[config.mk]
export PLATFORM = sky130hd
export DESIGN_NAME = sram_timing_ctrl
export DESIGN_NICKNAME = d
export VERILOG_FILES = /design/src/rtl/sram_ctrl_pkg.sv /design/src/rtl/sram_phase_timer.sv /design/src/rtl/sram_lane_sel.sv /design/src/rtl/sram_timing_ctrl.sv
export SDC_FILE = /design/constraint.sdc
export NUM_CORES = 1
export LEC_CHECK = 0
export ABC_CLOCK_PERIOD_IN_PS = 3950
export BUFFER_PORTS_ARGS = -buffer_cell sky130_fd_sc_hd__buf_2
export CELL_PAD_IN_SITES_DETAIL_PLACEMENT = 1
export CELL_PAD_IN_SITES_GLOBAL_PLACEMENT = 2
export CORE_MARGIN = 2
export CORE_UTILIZATION = 31
export DETAILED_ROUTE_END_ITERATION = 7
export PLACE_DENSITY = 0.95
export SETUP_SLACK_MARGIN = 0.05
export SLEW_MARGIN = 20
export SYNTH_ARGS = -nofsm -noshare
export SYNTH_HDL_FRONTEND = slang
export SYNTH_SLANG_ARGS = --single-unit
[constraint.sdc]
create_clock -name clk -period 3.95 [get_ports clk]
set_input_delay 0 -clock clk [delete_from_list [all_inputs] [get_ports clk]]
set_output_delay 0 -clock clk [all_outputs]
set_load 0.02 [all_outputs]
[src/rtl/sram_ctrl_pkg.sv]
package sram_ctrl_pkg;

    typedef enum logic [2:0] {
        PH_IDLE,
        PH_RD_ACCESS,
        PH_RD_FLOAT,
        PH_WR_SETUP,
        PH_WR_PULSE,
        PH_WR_HOLD
    } phase_e;

    // Whole clocks covering a duration, never less than one.
    function automatic int clocks_for(input int ns, input int period_ns);
        int c;
        c = (ns + period_ns - 1) / period_ns;
        return (c < 1) ? 1 : c;
    endfunction

    function automatic int max_of3(input int a, input int b, input int c);
        int m;
        m = (a > b) ? a : b;
        return (m > c) ? m : c;
    endfunction

endpackage

[src/rtl/sram_phase_timer.sv]
module sram_phase_timer #(
    parameter int CNT_W = 4
) (
    input  logic             clk,
    input  logic             rst_n,
    input  logic             load,
    input  logic [CNT_W-1:0] load_val,
    output logic             expired
);
    logic [CNT_W-1:0] cnt_q;

    always_ff @(posedge clk or negedge rst_n) begin
        if (!rst_n) begin
            cnt_q <= '0;
        end else if (load) begin
            cnt_q <= load_val;
        end else if (cnt_q != '0) begin
            cnt_q <= cnt_q - 1'b1;
        end
    end

    assign expired = (cnt_q == '0);
endmodule

[src/rtl/sram_lane_sel.sv]
module sram_lane_sel #(
    parameter int LANES = 2
) (
    input  logic             all_lanes,
    input  logic [LANES-1:0] mask,
    output logic [LANES-1:0] lane_n
);
    for (genvar i = 0; i < LANES; i++) begin : g_lane
        assign lane_n[i] = ~(all_lanes | mask[i]);
    end
endmodule

[src/rtl/sram_timing_ctrl.sv]
module sram_timing_ctrl #(
    parameter int ADDR_W      = 19,
    parameter int DATA_W      = 16,
    parameter int CLK_PERIOD_NS = 10,
    parameter int SLOW_GRADE  = 0
) (
    input  logic                clk,
    input  logic                rst_n,
    input  logic                req_valid,
    input  logic                req_write,
    input  logic [ADDR_W-1:0]   req_addr,
    input  logic [DATA_W-1:0]   req_wdata,
    input  logic [DATA_W/8-1:0] req_mask,
    output logic                req_ready,
    output logic [DATA_W-1:0]   rsp_rdata,
    output logic                rsp_done,
    output logic [ADDR_W-1:0]   ram_addr,
    output logic                ram_ce1_n,
    output logic                ram_ce2,
    output logic                ram_we_n,
    output logic                ram_oe_n,
    output logic [DATA_W/8-1:0] ram_lane_n,
    output logic [DATA_W-1:0]   ram_dq_out,
    output logic                ram_dq_oe,
    input  logic [DATA_W-1:0]   ram_dq_in
);
    import sram_ctrl_pkg::*;

    localparam int LANES    = DATA_W / 8;
    // RAM minimum times per grade, in ns
    localparam int ACCESS_NS = (SLOW_GRADE != 0) ? 70 : 55;
    localparam int ADDR_END_NS = (SLOW_GRADE != 0) ? 60 : 45;
    localparam int DSETUP_NS = (SLOW_GRADE != 0) ? 30 : 25;
    localparam int WPULSE_NS = 35;
    localparam int FLOAT_NS  = (SLOW_GRADE != 0) ? 30 : 25;

    localparam int RD_CYC = clocks_for(ACCESS_NS, CLK_PERIOD_NS);
    localparam int WP_CYC = clocks_for(max_of3(WPULSE_NS, ADDR_END_NS, DSETUP_NS), CLK_PERIOD_NS);
    localparam int HZ_CYC = clocks_for(FLOAT_NS, CLK_PERIOD_NS);
    localparam int MAX_CYC = max_of3(RD_CYC, WP_CYC, HZ_CYC);
    localparam int CNT_W  = $clog2(MAX_CYC + 1);

    typedef struct packed {
        phase_e            phase;
        logic [ADDR_W-1:0] addr;
        logic              ce1_n;
        logic              ce2;
        logic              we_n;
        logic              oe_n;
        logic [LANES-1:0]  lane_n;
        logic [DATA_W-1:0] dq_out;
        logic              dq_oe;
        logic [DATA_W-1:0] rdata;
        logic              done;
    } ctrl_s;

    localparam ctrl_s CTRL_RST = '{
        phase:  PH_IDLE,
        addr:   '0,
        ce1_n:  1'b1,
        ce2:    1'b0,
        we_n:   1'b1,
        oe_n:   1'b1,
        lane_n: '1,
        dq_out: '0,
        dq_oe:  1'b0,
        rdata:  '0,
        done:   1'b0
    };

    ctrl_s            ctrl_q, ctrl_d;
    logic             tmr_load;
    logic [CNT_W-1:0] tmr_val;
    logic             tmr_expired;
    logic [LANES-1:0] req_lane_n;

    sram_phase_timer #(.CNT_W(CNT_W)) u_timer (
        .clk      (clk),
        .rst_n    (rst_n),
        .load     (tmr_load),
        .load_val (tmr_val),
        .expired  (tmr_expired)
    );

    sram_lane_sel #(.LANES(LANES)) u_lanes (
        .all_lanes (~req_write),
        .mask      (req_mask),
        .lane_n    (req_lane_n)
    );

    always_comb begin
        ctrl_d      = ctrl_q;
        ctrl_d.done = 1'b0;
        tmr_load    = 1'b0;
        tmr_val     = '0;
        unique case (ctrl_q.phase)
            PH_IDLE: begin
                if (req_valid) begin
                    ctrl_d.addr   = req_addr;
                    ctrl_d.ce1_n  = 1'b0;
                    ctrl_d.ce2    = 1'b1;
                    ctrl_d.lane_n = req_lane_n;
                    if (req_write) begin
                        ctrl_d.phase  = PH_WR_SETUP;
                        ctrl_d.dq_out = req_wdata;
                        ctrl_d.dq_oe  = 1'b1;
                    end else begin
                        ctrl_d.phase = PH_RD_ACCESS;
                        ctrl_d.oe_n  = 1'b0;
                        tmr_load     = 1'b1;
                        tmr_val      = CNT_W'(RD_CYC - 1);
                    end
                end
            end
            PH_RD_ACCESS: begin
                if (tmr_expired) begin
                    ctrl_d.rdata  = ram_dq_in;
                    ctrl_d.done   = 1'b1;
                    ctrl_d.ce1_n  = 1'b1;
                    ctrl_d.ce2    = 1'b0;
                    ctrl_d.oe_n   = 1'b1;
                    ctrl_d.lane_n = '1;
                    ctrl_d.phase  = PH_RD_FLOAT;
                    tmr_load      = 1'b1;
                    tmr_val       = CNT_W'(HZ_CYC - 1);
                end
            end
            PH_RD_FLOAT: begin
                if (tmr_expired) begin
                    ctrl_d.phase = PH_IDLE;
                end
            end
            PH_WR_SETUP: begin
                ctrl_d.we_n  = 1'b0;
                ctrl_d.phase = PH_WR_PULSE;
                tmr_load     = 1'b1;
                tmr_val      = CNT_W'(WP_CYC - 1);
            end
            PH_WR_PULSE: begin
                if (tmr_expired) begin
                    ctrl_d.we_n  = 1'b1;
                    ctrl_d.phase = PH_WR_HOLD;
                end
            end
            PH_WR_HOLD: begin
                ctrl_d.ce1_n  = 1'b1;
                ctrl_d.ce2    = 1'b0;
                ctrl_d.lane_n = '1;
                ctrl_d.dq_oe  = 1'b0;
                ctrl_d.done   = 1'b1;
                ctrl_d.phase  = PH_IDLE;
            end
            default: begin
                ctrl_d = CTRL_RST;
            end
        endcase
    end

    always_ff @(posedge clk or negedge rst_n) begin
        if (!rst_n) begin
            ctrl_q <= CTRL_RST;
        end else begin
            ctrl_q <= ctrl_d;
        end
    end

    assign req_ready  = (ctrl_q.phase == PH_IDLE);
    assign rsp_rdata  = ctrl_q.rdata;
    assign rsp_done   = ctrl_q.done;
    assign ram_addr   = ctrl_q.addr;
    assign ram_ce1_n  = ctrl_q.ce1_n;
    assign ram_ce2    = ctrl_q.ce2;
    assign ram_we_n   = ctrl_q.we_n;
    assign ram_oe_n   = ctrl_q.oe_n;
    assign ram_lane_n = ctrl_q.lane_n;
    assign ram_dq_out = ctrl_q.dq_out;
    assign ram_dq_oe  = ctrl_q.dq_oe;
endmodule

# ---- After elaboration in Yosys (flattened, before gate mapping)
# Cells that the tools add are included.
dict set report word_totals {
  regBits 65
  input_bits 57
  output_inout_bits 60
  word_cells 85
}
dict set report classes {
  add_sub_neg 1
  n_eq_ne 11
  mux 32
  bitwise_logic 11
  reduce_logical 18
}
# op count
set op_table {}
lappend op_table {{16-bit case mux with 2 select lines} 2}
lappend op_table {{19-bit case mux with 2 select lines} 1}
lappend op_table {{17-bit 2-to-1 mux} 2}
lappend op_table {{24-bit 2-to-1 mux} 1}
lappend op_table {{3-bit 2-to-1 mux} 8}
lappend op_table {{20-bit 2-to-1 mux} 1}
lappend op_table {{3-bit case mux with 5 select lines} 1}
lappend op_table {{2-bit inequality test, second input constant} 6}
lappend op_table {{2-bit case mux with 3 select lines} 2}
lappend op_table {{4-bit OR reduction} 3}
lappend op_table {{5-bit OR reduction} 2}
lappend op_table {{1-bit NOT} 9}
lappend op_table {{1-bit case mux with 3 select lines} 3}
lappend op_table {{3-bit case mux with 3 select lines} 1}
lappend op_table {{3-bit AND reduction} 3}
lappend op_table {{4-bit AND reduction} 2}
lappend op_table {{3-bit by 2-bit equality test with 1-bit output, second input constant} 2}
lappend op_table {{3-bit equality test, second input constant} 2}
lappend op_table {{3-bit zero test} 2}
lappend op_table {{2-bit 2-to-1 mux} 3}
lappend op_table {{2-bit AND reduction} 3}
lappend op_table {{1-bit 2-to-1 mux} 5}
lappend op_table {{1-bit case mux with 2 select lines} 2}
lappend op_table {{3-bit by 1-bit equality test with 1-bit output, second input constant} 1}
lappend op_table {{other kinds (5)} 6}

# ---- Logic depth before layout (Yosys ltp)
# Gate-level depths: netlist of run 1.
dict set report logic_depth {
  depth_word 5
  mapped_depth 8
  depth_no_buf 5
}

# ---- By module
# From an unflattened synthesis of run 1, not the netlist that was laid out.
dict set report unflattened {
  cells_unflattened 360
  area_unflattened_um2 3230.6
}
# module instances cells_each area_per_inst_um2 seq_area_each_um2
set modules_own_cells {}
lappend modules_own_cells {sram_timing_ctrl 1 337 3022.9 1557.7}
lappend modules_own_cells {sram_phase_timer 1 21 200.2 75.1}
lappend modules_own_cells {sram_lane_sel 1 2 7.5 0.0}

# ---- Worst setup path after synthesis of run 1
# Ideal clock, no wire load.
dict set report synth_timing {
  path_type {register -> register}
  from {register u_timer.cnt_q[0]}
  to {register ctrl_q, in the netlist rsp_rdata[10]}
  t_arrival_ns 1.384
  setup_slack_ns 2.442
  stages_incl_launch_ff 9
  path_buffers 3
  path_cell_list {dfrtp_1 > inv_1 > ha_1 > nor2b_1 > buf_2 > nand3b_1 > buf_6 > buf_6 > mux2i_1}
}
dict set report synth_via {
  elab_chain_cells 3
}
# element line
set synth_lines {}
lappend synth_lines {{from (decl)} sram_phase_timer.sv:10} ;# logic [CNT_W-1:0] cnt_q;
lappend synth_lines {{from (signal assigned)} sram_phase_timer.sv:16} ;# cnt_q <= load_val;
lappend synth_lines {{from (signal assigned)} sram_phase_timer.sv:18} ;# cnt_q <= cnt_q - 1'b1;
lappend synth_lines {{3-bit zero test} sram_phase_timer.sv:22} ;# assign expired = (cnt_q == '0);
lappend synth_lines {{2-bit inequality test (no line)} --}
lappend synth_lines {{2-bit AND reduction (no line)} --}
lappend synth_lines {{to (signal assigned)} sram_timing_ctrl.sv:163} ;# ctrl_q <= ctrl_d;
lappend synth_lines {{to (decl)} sram_timing_ctrl.sv:71} ;# ctrl_s ctrl_q, ctrl_d;
# Every way passes these cells.
# A chain may end at the register's enable or synchronous reset.

# ---- Worst setup path in the final report of run 1
dict set report layout_timing {
  from {register u_timer.cnt_q[0]}
  to {register ctrl_q, in the netlist rsp_rdata[15]}
}
# The elaborated chain is that of the path after synthesis.

==> impl_metrics.sql, run 1 <==
INSERT INTO impl_metrics (metric_group, metric, value, unit) VALUES
('die', 'die_x_extent', '107', 'um'),
('sta', 'tightestPinTransition', '1.07', 'ns'),
('logic_synthesis', 'postSynth.asyncResetShare', '100', '%'),
('setup_path', 'critPathTopFamily', 'simple AND/OR/NAND/NOR gates', ''),
('power_and_ir_drop', 'maximum_vdd_drop', '0.296', 'mV'),
('logic_synthesis', 'synth_simple_gate_area_share', '16.5', '%'),
('setup_path', 'timing.critical_path.arrival', '2.75', 'ns'),
('logic_synthesis', 'synth_enable_flop_cells', '0', ''),
('cts', 'cts_inserted_buffers', '9', ''),
('grt', 'first_pass_grt_wire_length', '14300', 'um'),
('logic_synthesis', 'syn-mean-instance-area', '9.42', 'um^2'),
('status', 'result_of_the_run', 'finished clean', ''),
('finish', 'drive_gt1_share', '31.4', '%'),
('setup_path', 'cp.required', '4.18', 'ns'),
('sta', 'timing.max_slew.rel_slack', '28.8', '%'),
('sta', 'post-route-period-util', '63.9', '%'),
('drt', 'dr.pass1.iters', '4', ''),
('setup_path', 'worst-setup-path-type', 'reg -> reg', ''),
('drt', 'dr_total_vias', '2733', ''),
('sta', 'timing.final.crit_period', '2.52', 'ns'),
('drt', 'drtAntennaViolNets', '0', ''),
('job', 'timing.max_cap.violations', '0', ''),
('die', 'initial_utilization', '31.9', '%'),
('setup_path', 'slowest_cell_delay_on_critical_path', '0.84', 'ns'),
('power_and_ir_drop', 'power.leakage', '0.00225', 'uW'),
('setup_path', 'crit_path_max_fanout', '17', ''),
('power_and_ir_drop', 'netSwitchingFraction', '44.0', '%'),
('logic_synthesis', 'synth-seq-cells', '65', ''),
('cts', 'numClockSinks', '65', ''),
('setup_path', 'crit_buf_inv', '1', ''),
('placement', 'dp_area', '0.00354', 'mm^2'),
('setup_path', 'reg2reg_setup_slack', '1.43', 'ns'),
('grt', 'track_usage', '15.7', '%'),
('drt', 'routedWlPerCell', '14.5', 'um'),
('logic_synthesis', 'synth_adder_area_share', '0.759', '%'),
('power_and_ir_drop', 'power_frac_comb', '45.0', '%'),
('finish', 'num_antenna_cells', '0', ''),
('grt', 'first_global_vias', '2902', ''),
('power_and_ir_drop', 'power_frac_seq', '38.9', '%'),
('logic_synthesis', 'share_of_the_yosys_chip_area_belonging_to_registers', '49.5', '%'),
('cts', 'ctsHtreeMaxLevel', '3', ''),
('power_and_ir_drop', 'clock_power_share', '16.1', '%'),
('cts', 'cts_hold_buffers', '55', ''),
('grt', 'pin_count_of_the_biggest_net_entering_global_routing', '66', ''),
('drt', 'drc', '0', ''),
('cts', 'ctsLongestPathBuffers', '2', ''),
('power_and_ir_drop', 'pwr_density_cell', '729', 'mW/mm^2'),
('setup_path', 'critical_path.endpoint_type', 'flip-flop', ''),
('logic_synthesis', 'yosys.area_share.xor_xnor', '0.266', '%'),
('cts', 'cts_resized', '0', ''),
('drt', 'drt-total-wl', '8720', 'um'),
('logic_synthesis', 'nets_in_the_synthesized_netlist', '409', ''),
('logic_synthesis', 'synth_compound_gate_area_share', '9.75', '%'),
('cts', 'cts_post_setup_buffers_inserted', '0', ''),
('die', 'rows', '37', ''),
('die', 'number_of_primary_i_o_pins', '117', ''),
('cts', 'clk_pin_slew_worst_paths', '0.07', 'ns'),
('setup_path', 'worst_setup_path_start_kind', 'flip-flop', ''),
('placement', 'gp_congestion', '0.711', ''),
('cts', 'worst_skew_pair.late_latency', '0.33', 'ns'),
('placement', 'detailed_place_hpwl', '5200', 'um'),
('logic_synthesis', 'yosysWarningCount', '0', ''),
('logic_synthesis', 'mappedNetlistArea', '0.00330', 'mm^2'),
('drt', 'detail_route.vias_per_cell', '4.55', ''),
('finish', 'area_growth', '29.4', '%'),
('sta', 'setup_total_negative_slack', '0', 'ns'),
('power_and_ir_drop', 'power_report.internal_total', '1740', 'uW'),
('drt', 'detailedRoute.firstIterationViolations', '81', ''),
('cts', 'cts_tree', 'built', ''),
('logic_synthesis', 'yosys.cell_types.count', '40', ''),
('sta', 'timing_hold_violations_final', '0', '');
## logic make-up after synthesis
| kind of cell | count (synthesis) |
|---|---|
| XOR/XNOR | 1 |
| adder cells (fa/ha/maj) | 2 |
| multiplexers | 16 |
| AND/OR/NAND/NOR | 117 |
| AO/OA/AOI/OAI | 54 |
| buffers and inverters | 95 |
| flip-flops | 65 |
## cells in the mapped netlist (3+ instances only)
cell | count | area share (%)
sky130_fd_sc_hd__a2bb2oi_1 | 3 | 0.80
sky130_fd_sc_hd__buf_2 | 6 | 0.91
sky130_fd_sc_hd__buf_4 | 58 | 13
sky130_fd_sc_hd__buf_6 | 3 | 1.0
sky130_fd_sc_hd__clkbuf_1 | 8 | 0.91
sky130_fd_sc_hd__dfrtp_1 | 60 | 46
sky130_fd_sc_hd__dfstp_2 | 5 | 4.0
sky130_fd_sc_hd__inv_1 | 20 | 2.3
sky130_fd_sc_hd__mux2i_1 | 16 | 4.9
sky130_fd_sc_hd__nand2_1 | 76 | 8.6
sky130_fd_sc_hd__nand2b_1 | 5 | 0.95
sky130_fd_sc_hd__nand3_1 | 17 | 2.6
sky130_fd_sc_hd__nor2_1 | 3 | 0.34
sky130_fd_sc_hd__nor2b_1 | 3 | 0.57
sky130_fd_sc_hd__o21ai_0 | 37 | 5.6
## area by class of cell
cell class,count,area (um^2)
Fill cell,1176,6060
Tap cell,136,170
Sequential cell,65,1630
Clock inverter,5,31.3
Multi-Input combinational cell,190,1060
Timing Repair Buffer,174,1150
Inverter,20,75.1
Clock buffer,11,141
## per-layer routing
metal  vias up  share of wire (%)  track usage (%)
met2        96                 50             27.4
li1       1304                  -                -
met4         0                1.1             5.38
met1      1325                 43             18.6
met3         8                6.2             4.26
met5         -                  0                0
## registers in the layout (all words and copies together) (netlist names)
signal,flops
ram_lane_n,2
ctrl_q,3
ram_addr,19
u_timer.cnt_q,3
rsp_done,1
ram_ce1_n,1
ram_dq_out,16
ram_ce2,1
ram_dq_oe,1
rsp_rdata,16
ram_we_n,1
ram_oe_n,1
## power by group through the flow
stage	Clock [uW]	Combinational, uW	Sequential, uW
finish	500	1400	1210
global route	558	1550	1260
CTS	531	1410	1210
detailed placement	0	1370	1210
global placement	0	1320	1200
floorplan	0	1310	1150
## worst register-to-register path, stage by stage, from the launching register on
cell,delay [ns]
sky130_fd_sc_hd__dfrtp_1,0.37
sky130_fd_sc_hd__inv_1,0.12
sky130_fd_sc_hd__ha_1,0.20
sky130_fd_sc_hd__nor2b_1,0.43
sky130_fd_sc_hd__nand3b_1,0.84
sky130_fd_sc_hd__mux2i_1,0.46
## cell usage in the layout (no fill, tap or decap), drive strengths merged
master and instances:
buf 119, nand2 76, dfrtp 60, dlygate4sd3 55, o21ai 38, inv 20
nand3 17, mux2i 16, clkbuf 11, nand2b 5, dfstp 5, clkinv 4
nor2b 3, nor2 3, a2bb2oi 3, a21oi 3, nor3b 2, nor3 2
a2111oi 2, ha 2, nor4b 2, and2 2, and2b 1, a221oi 1
nand3b 1, a31oi 1, or4b 1, a211o 1, nor4 1, and3 1
xnor2 1, o22ai 1, o21bai 1, o221ai 1, a22o 1, a211oi 1
clkinvlp 1
## stage by stage
step	total power, uW	utilization (%)	std cells	setup slack, ns
finish	3110	41.3	601	1.43
global route	3370	41.3	601	1.15
CTS	3160	41.3	601	1.37
detailed placement	2580	34.3	530	1.44
global placement	2520	34.3	530	1.62
floorplan	2460	-	350	2.44
## path summary, 6_finish.rpt
path / start / depth (start not counted) / end
max: u_timer.cnt_q[0] / 5 / rsp_rdata[15]
min in group asynchronous: rst_n / 3 / rsp_rdata[14]
min: req_write / 3 / ram_lane_n[0]
max in group asynchronous: rst_n / 3 / ram_dq_out[0]
max reg2reg: u_timer.cnt_q[0] / 5 / rsp_rdata[15]
min reg2reg: ram_oe_n / 2 / ram_oe_n
Power figures use the tool's default switching activity.
==> run 2, diff against run 1 <==
- ABC_AREA: unset -> 1
- ABC_CLOCK_PERIOD_IN_PS: 3950 -> 2600
- CORE_UTILIZATION: 31 -> 28
- PLACE_DENSITY: 0.95 -> 0.91
- clock period: 3.95 -> 2.6 ns (I/O delays scaled with it)
==> run 2 against run 1 <==
- setup slack lost 0.64 ns
- area after synthesis shrank 2.0%
- critical endpoint is now rsp_rdata[9]
- largest power group unchanged
- sequential power grew 42%
==> impl_metrics.sql, run 2 <==
INSERT INTO impl_metrics (metric_group, metric, value, unit) VALUES
('status', 'result_of_the_run', 'finished clean', ''),
('drt', 'drtAntennaViolNets', '0', ''),
('placement', 'preCtsSetupSlack', '0.813', 'ns'),
('power_and_ir_drop', 'pwr_density_cell', '1180', 'mW/mm^2'),
('finish', 'utilization', '38.4', '%'),
('finish', 'drive_gt1_share', '30.6', '%'),
('placement', 'placement.io_buffers', '116', ''),
('hold_path', 'hp-class', 'in -> reg', ''),
('sta', 'rsz0062_at_grt', 'no', ''),
('finish', 'area_growth', '34.3', '%'),
('sta', 'timing_hold_violations_final', '0', ''),
('grt', 'globalRouteOverflowTotal', '0', ''),
('finish', 'final_area', '0.00434', 'mm^2'),
('setup_path', 'timing.critical_path.from', 'u_timer.cnt_q[0]', ''),
('logic_synthesis', 'postSynth.asyncResetShare', '100', '%'),
('logic_synthesis', 'share_of_the_yosys_chip_area_belonging_to_registers', '50.5', '%'),
('logic_synthesis', 'synth-seq-cells', '65', ''),
('sta', 'timing.final.setup_violations', '0', ''),
('logic_synthesis', 'syn-mean-instance-area', '8.53', 'um^2'),
('logic_synthesis', 'yosys.cell_types.count', '22', ''),
('finish', 'multi_input_comb_area', '0.00105', 'mm^2'),
('drt', 'detailedRoute.firstIterationViolations', '102', ''),
('logic_synthesis', 'synth_top_area_share', '46.5', '%'),
('cts', 'numClockSinks', '65', ''),
('setup_path', 'crit_path_max_fanout', '18', ''),
('placement', 'dp_area', '0.00354', 'mm^2'),
('sta', 'finClkSkew', '0.00694', 'ns'),
('sta', 'post-route-worst-setup-slack', '0.790', 'ns'),
('hold_path', 'hold_path.startpoint', 'req_valid', ''),
('finish', 'fillerInstances', '1354', ''),
('cts', 'ctsHtreeMaxLevel', '3', ''),
('grt', 'track_usage', '15.7', '%'),
('setup_path', 'timing.critical_path.arrival', '2.02', 'ns'),
('logic_synthesis', 'post_synth_main_area_contributors', 'sky130_fd_sc_hd__dfrtp_1 46%, sky130_fd_sc_hd__nand2_1 14%, sky130_fd_sc_hd__buf_4 13%, sky130_fd_sc_hd__nand3_1 11%, sky130_fd_sc_hd__dfstp_2 4.1%', ''),
('drt', 'drt-total-wl', '9400', 'um'),
('logic_synthesis', 'netlist_top_cells_count', '122 x sky130_fd_sc_hd__nand2_1, 70 x sky130_fd_sc_hd__nand3_1, 60 x sky130_fd_sc_hd__dfrtp_1', ''),
('setup_path', 'critical_path.endpoint_type', 'flip-flop', ''),
('power_and_ir_drop', 'maximum_vdd_drop', '0.448', 'mV'),
('finish', 'largest_register_ff_count', '19', ''),
('cts', 'clock-root-buffer', 'sky130_fd_sc_hd__clkbuf_16', ''),
('setup_path', 'worstReg2RegStart', 'u_timer.cnt_q[0]', ''),
('cts', 'cts_tree', 'built', ''),
('die', 'rows', '39', ''),
('logic_synthesis', 'nets_in_the_synthesized_netlist', '438', ''),
('sta', 'setup_total_negative_slack', '0', 'ns'),
('sta', 'post-route-period-util', '69.6', '%'),
('power_and_ir_drop', 'power.leakage', '0.00243', 'uW'),
('grt', 'first_global_vias', '3187', ''),
('sta', 'tightestPinTransition', '0.900', 'ns'),
('logic_synthesis', 'mappedNetlistArea', '0.00323', 'mm^2'),
('sta', 'timing.final.crit_period', '1.81', 'ns'),
('setup_path', 'cp.required', '2.81', 'ns'),
('job', 'timing.max_cap.violations', '0', ''),
('logic_synthesis', 'synthDominantAreaCellType', 'sky130_fd_sc_hd__dfrtp_1', ''),
('setup_path', 'worst-setup-path-type', 'reg -> reg', ''),
('drt', 'dr.pass1.iters', '4', ''),
('die', 'core-area', '0.0113', 'mm^2'),
('sta', 'max_freq', '553', 'MHz'),
('finish', 'mostFrequentLayoutCell', 'sky130_fd_sc_hd__nand2_1', ''),
('die', 'die_area', '0.0124', 'mm^2'),
('drt', 'routedWlPerCell', '14.6', 'um'),
('drt', 'dr_total_vias', '2901', ''),
('cts', 'worst_skew_pair.late_latency', '0.33', 'ns'),
('logic_synthesis', 'postSynthCellCount', '379', ''),
('grt', 'first_pass_grt_wire_length', '15700', 'um'),
('logic_synthesis', 'yosysWarningCount', '0', ''),
('placement', 'detailed_place_hpwl', '6150', 'um'),
('die', 'die_x_extent', '111', 'um'),
('placement', 'gp_congestion', '0.772', ''),
('finish', 'final-seq-area', '0.00163', 'mm^2'),
('die', 'die_y', '111', 'um'),
('grt', 'pin_count_of_the_biggest_net_entering_global_routing', '40', ''),
('setup_path', 'worst_setup_path_start_kind', 'flip-flop', ''),
('finish', 'most-common-layout-cells', '122 x sky130_fd_sc_hd__nand2_1, 116 x sky130_fd_sc_hd__buf_2, 70 x sky130_fd_sc_hd__nand3_1', ''),
('logic_synthesis', 'synth_enable_flop_cells', '0', ''),
('die', 'initial_utilization', '28.5', '%'),
('finish', 'nNetsFinal', '555', ''),
('cts', 'ctsLongestPathBuffers', '2', ''),
('cts', 'cts_inserted_buffers', '9', ''),
('drt', 'drc', '0', ''),
('logic_synthesis', 'leading_cell_type_by_number_of_instances_after_synthesis', 'sky130_fd_sc_hd__nand2_1', ''),
('sta', 'timing.max_slew.rel_slack', '40.0', '%'),
('sta', 'drv_slew', '0', ''),
('finish', 'num_antenna_cells', '0', ''),
('logic_synthesis', 'synth_ff_type', 'sky130_fd_sc_hd__dfrtp_1', ''),
('grt', 'antenna_found_initial', '0', ''),
('cts', 'clk_pin_slew_worst_paths', '0.05', 'ns'),
('drt', 'detail_route.vias_per_cell', '4.51', ''),
('die', 'number_of_primary_i_o_pins', '117', '');
[run 2: report_power, final]
part           switching [uW]  internal (uW)  leakage (uW)
clock network             423            662      0.000128
logic                    1560            736       0.00149
registers                 253           1470      0.000820
[run 2: logic make-up (layout without fill, tap and decap cells)]
| kind of cell | Yosys count | in the layout | share of synthesized area [%] |
|---|---|---|---|
| AND/OR/NAND/NOR | 213 | 213 | 29.5 |
| buffers and inverters | 86 | 207 | 17.1 |
| flip-flops | 65 | 65 | 50.5 |
| AO/OA/AOI/OAI | 12 | 12 | 1.86 |
| adder cells (fa/ha/maj) | 2 | 2 | 0.774 |
| XOR/XNOR | 1 | 1 | 0.271 |
[run 2: repair_timing]
action / 4_1_cts / 5_1_grt
setup endpoints to repair: 0 / 0
hold endpoints to repair: 85 / 0
buffers inserted: 0 / 0
hold buffers: 54 / 0
gates resized for setup: 0 / 0
[run 2: final timing paths]
kind	slack, ns	cells past startpoint	end
worst max-delay path	0.79	9	rsp_rdata[9]
worst max register to register	0.79	9	rsp_rdata[9]
min in group asynchronous	0.34	2	ram_addr[16]
max in group asynchronous	1.42	3	rsp_rdata[1]
worst min-delay path	0.1	4	ram_dq_oe
worst min register to register	0.47	2	ram_lane_n[1]
[run 2: metrics by stage]
stage,power (uW),std cells,hold slack (ns)
floorplan,3670,379,-0.296
global placement,3890,574,0.176
detailed placement,3990,574,0.186
CTS,5160,643,0.0950
global route,5510,643,0.131
finish,5100,643,0.0954
[run 2: final cells by class]
cell class                 count  share of cell area [%]
multi-input combinational    228                    24.1
clock buffer                  12                    5.68
inverter                      18                    1.56
clock inverter                 3                   0.403
sequential                    65                    37.6
timing repair buffer         174                    26.5
tap                          143                    4.12
[run 2: critical path: stages (launching register included)]
cell and delay [ns]:
sky130_fd_sc_hd__dfrtp_1 0.35, sky130_fd_sc_hd__inv_1 0.11, sky130_fd_sc_hd__ha_1 0.16, sky130_fd_sc_hd__nand2_1 0.19
sky130_fd_sc_hd__inv_2 0.35, sky130_fd_sc_hd__nand2_2 0.12, sky130_fd_sc_hd__nand2_1 0.10, sky130_fd_sc_hd__inv_2 0.15
sky130_fd_sc_hd__nand2_1 0.11, sky130_fd_sc_hd__nand2_1 0.05
[run 2: per-layer routing]
metal  vias to the layer above  wire, um  global-route usage (%)
met1                      1415      3780                    17.0
met4                         0       111                    4.44
li1                       1391         -                       -
met3                        10       555                    4.57
met5                         -         0                       0
met2                        85      4960                    29.7
==> run 3, diff against run 2 <==
- ABC_CLOCK_PERIOD_IN_PS: 2600 -> 1550
- CORE_UTILIZATION: 28 -> 25
- PLACE_DENSITY: 0.91 -> 0.86
- clock period: 2.6 -> 1.55 ns (I/O delays scaled with it)
==> run 3 against run 2 <==
- die area rose by 12%
- critical path type unchanged
- maximum frequency rose by 26%
- non-clock buffer count rose by 14
- critical path depth fell by 3
==> impl_metrics.sql, run 3 (synthesis results as in run 2) <==
INSERT INTO impl_metrics (metric_group, metric, value, unit) VALUES
('status', 'result_of_the_run', 'finished clean', ''),
('grt', 'first_global_vias', '3259', ''),
('grt', 'first_pass_grt_wire_length', '16300', 'um'),
('placement', 'gp_congestion', '0.758', ''),
('grt', 'antenna_found_initial', '0', ''),
('sta', 'timing.final.crit_period', '1.43', 'ns'),
('setup_path', 'worstReg2RegStart', 'ctrl_q[61]', ''),
('setup_path', 'critical_path.endpoint_type', 'flip-flop', ''),
('finish', 'drive_gt1_share', '33.9', '%'),
('sta', 'post-route-period-util', '92.6', '%'),
('setup_path', 'cp_slowest_cell', 'sky130_fd_sc_hd__dfrtp_2', ''),
('placement', 'detailed_place_hpwl', '6310', 'um'),
('drt', 'drc', '0', ''),
('drt', 'drtAntennaViolNets', '0', ''),
('grt', 'globalRouteOverflowTotal', '0', ''),
('die', 'die_area', '0.0139', 'mm^2'),
('sta', 'setup_total_negative_slack', '0', 'ns'),
('cts', 'cts_inserted_buffers', '9', ''),
('drt', 'wl_met3', '656', 'um'),
('hold_path', 'hold_path.startpoint', 'req_write', ''),
('cts', 'cts_tree', 'built', ''),
('hold_path', 'hp-class', 'in -> reg', ''),
('finish', 'most-common-layout-cells', '120 x sky130_fd_sc_hd__nand2_1, 116 x sky130_fd_sc_hd__buf_2, 70 x sky130_fd_sc_hd__nand3_1', ''),
('cts', 'clock-root-buffer', 'sky130_fd_sc_hd__clkbuf_16', ''),
('cts', 'clk_pin_slew_worst_paths', '0.06', 'ns'),
('drt', 'drt-total-wl', '9920', 'um'),
('setup_path', 'r2r_cells', '6', ''),
('finish', 'fillerInstances', '1505', ''),
('finish', 'largest_register_ff_count', '19', ''),
('setup_path', 'slowest_cell_delay_on_critical_path', '0.45', 'ns'),
('grt', 'pin_count_of_the_biggest_net_entering_global_routing', '66', ''),
('finish', 'final-seq-area', '0.00164', 'mm^2'),
('cts', 'worst_skew_pair.late_latency', '0.33', 'ns'),
('die', 'initial_utilization', '25.6', '%'),
('grt', 'track_usage', '14.7', '%'),
('sta', 'max_freq', '697', 'MHz'),
('sta', 'timing.max_slew.rel_slack', '75.7', '%'),
('setup_path', 'cp.required', '1.81', 'ns'),
('hold_path', 'hold_depth', '3', ''),
('sta', 'tightestPinTransition', '0.365', 'ns'),
('sta', 'finClkSkew', '0.00696', 'ns'),
('drt', 'dr_wl_met2', '5100', 'um'),
('die', 'number_of_primary_i_o_pins', '117', ''),
('setup_path', 'timing.critical_path.arrival', '1.69', 'ns'),
('cts', 'ctsHtreeMaxLevel', '3', ''),
('setup_path', 'timing.rr.end', 'ram_dq_out[6]', ''),
('sta', 'drv_slew', '0', ''),
('finish', 'nNetsFinal', '570', ''),
('job', 'timing.max_cap.violations', '0', ''),
('die', 'die_y', '118', 'um'),
('sta', 'rsz0062_at_grt', 'no', ''),
('finish', 'utilization', '36.6', '%'),
('setup_path', 'reg2reg_setup_slack', '0.12', 'ns'),
('power_and_ir_drop', 'power.leakage', '0.00254', 'uW'),
('sta', 'timing.final.setup_violations', '0', ''),
('setup_path', 'critical_path.cell_chain', 'nor2_4 -> nand2_4 -> nor2_8 -> buf_6 -> nand3_1 -> nand2_1', ''),
('setup_path', 'worst_setup_path_start_kind', 'flip-flop', ''),
('drt', 'highest_layer', 'met4', ''),
('drt', 'routedWlPerCell', '14.4', 'um'),
('power_and_ir_drop', 'maximum_vdd_drop', '0.911', 'mV'),
('drt', 'detailedRoute.firstIterationViolations', '91', ''),
('die', 'die_x_extent', '118', 'um'),
('hold_path', 'min_to', 'ram_dq_out[2]', ''),
('finish', 'multi_input_comb_area', '0.00107', 'mm^2'),
('cts', 'numClockSinks', '65', ''),
('setup_path', 'worst-setup-path-type', 'reg -> reg', ''),
('finish', 'num_antenna_cells', '0', ''),
('drt', 'dr_total_vias', '2934', ''),
('drt', 'detail_route.wirelength.met1', '4020', 'um'),
('drt', 'detail_route.vias_per_cell', '4.26', ''),
('placement', 'placement.io_buffers', '116', ''),
('die', 'core-area', '0.0126', 'mm^2'),
('sta', 'timing_hold_violations_final', '0', ''),
('drt', 'dr.pass1.iters', '4', ''),
('finish', 'mostFrequentLayoutCell', 'sky130_fd_sc_hd__nand2_1', ''),
('die', 'rows', '41', ''),
('cts', 'ctsLongestPathBuffers', '2', ''),
('setup_path', 'crit_path_max_fanout', '13', ''),
('finish', 'area_growth', '42.9', '%'),
('power_and_ir_drop', 'pwr_density_cell', '2020', 'mW/mm^2');
-- run 3: per-layer routing --
metal | up-vias | track usage (%)
met5 | - | 0
met4 | 0 | 4.37
met3 | 13 | 5.77
met2 | 98 | 26.4
met1 | 1402 | 15.9
li1 | 1421 | -
-- run 3: what timing repair did --
| action | in CTS | in global routing |
|---|---|---|
| endpoints found under the setup margin | 17 | 59 |
| endpoints found under the hold margin | 118 | 0 |
| gates cloned | 0 | 1 |
| hold buffers | 54 | 0 |
| buffers inserted | 0 | 7 |
| resized for setup | 2 | 14 |
| pin swaps | 0 | 2 |
-- run 3: worst max path at each step --
stage	start	end	slack [ns]	depth (start not counted)
after floorplan	u_timer.cnt_q[0]	rsp_rdata[10]	0.13	10
after global placement	ctrl_q[60]	ram_addr[14]	0.1	6
after detailed placement	ctrl_q[60]	ram_addr[2]	0.04	6
after CTS	ctrl_q[60]	ram_addr[2]	0.06	6
after global routing	u_timer.cnt_q[0]	ctrl_q[60]	0.03	9
final	ctrl_q[61]	ram_dq_out[6]	0.12	6
-- run 3: worst max-delay path, delay by kind of cell (launching register included) --
kind                   cells  cell delay, ns
buffers and inverters      1            0.19
flip-flops                 1            0.45
AND/OR/NAND/NOR            5            0.72
-- run 3: final cells by class --
cell class	instances	area share (%)
Sequential cell	65	35.4
Timing Repair Buffer	188	27.9
Multi-Input combinational cell	228	23.2
Clock buffer	14	5.72
Tap cell	172	4.66
Inverter	18	1.63
Clock inverter	2	1.30
Timing Repair inverter	1	0.136
-- run 3: stage by stage --
stage          worst slack, ns  std cells  total power [uW]  hold slack, ns  cell area [um^2]
2_1_floorplan            0.135        379              6160          -0.296              3230
3_3_place_gp            0.0956        610              6640          0.0486              3640
3_5_place_dp            0.0449        610              6790          0.0540              3640
4_1_cts                 0.0570        680              9170          0.0373              4510
5_1_grt                 0.0316        688             10000          0.0609              4620
6_report                 0.115        688              9330          0.0638              4620
-- run 3: where the power goes --
| group | leakage [uW] | internal [uW] | switching [uW] | total (uW) |
|---|---|---|---|---|
| logic | 0.00156 | 1480 | 2730 | 4220 |
| registers | 0.000816 | 2470 | 429 | 2900 |
| clock network | 0.000157 | 1500 | 716 | 2210 |
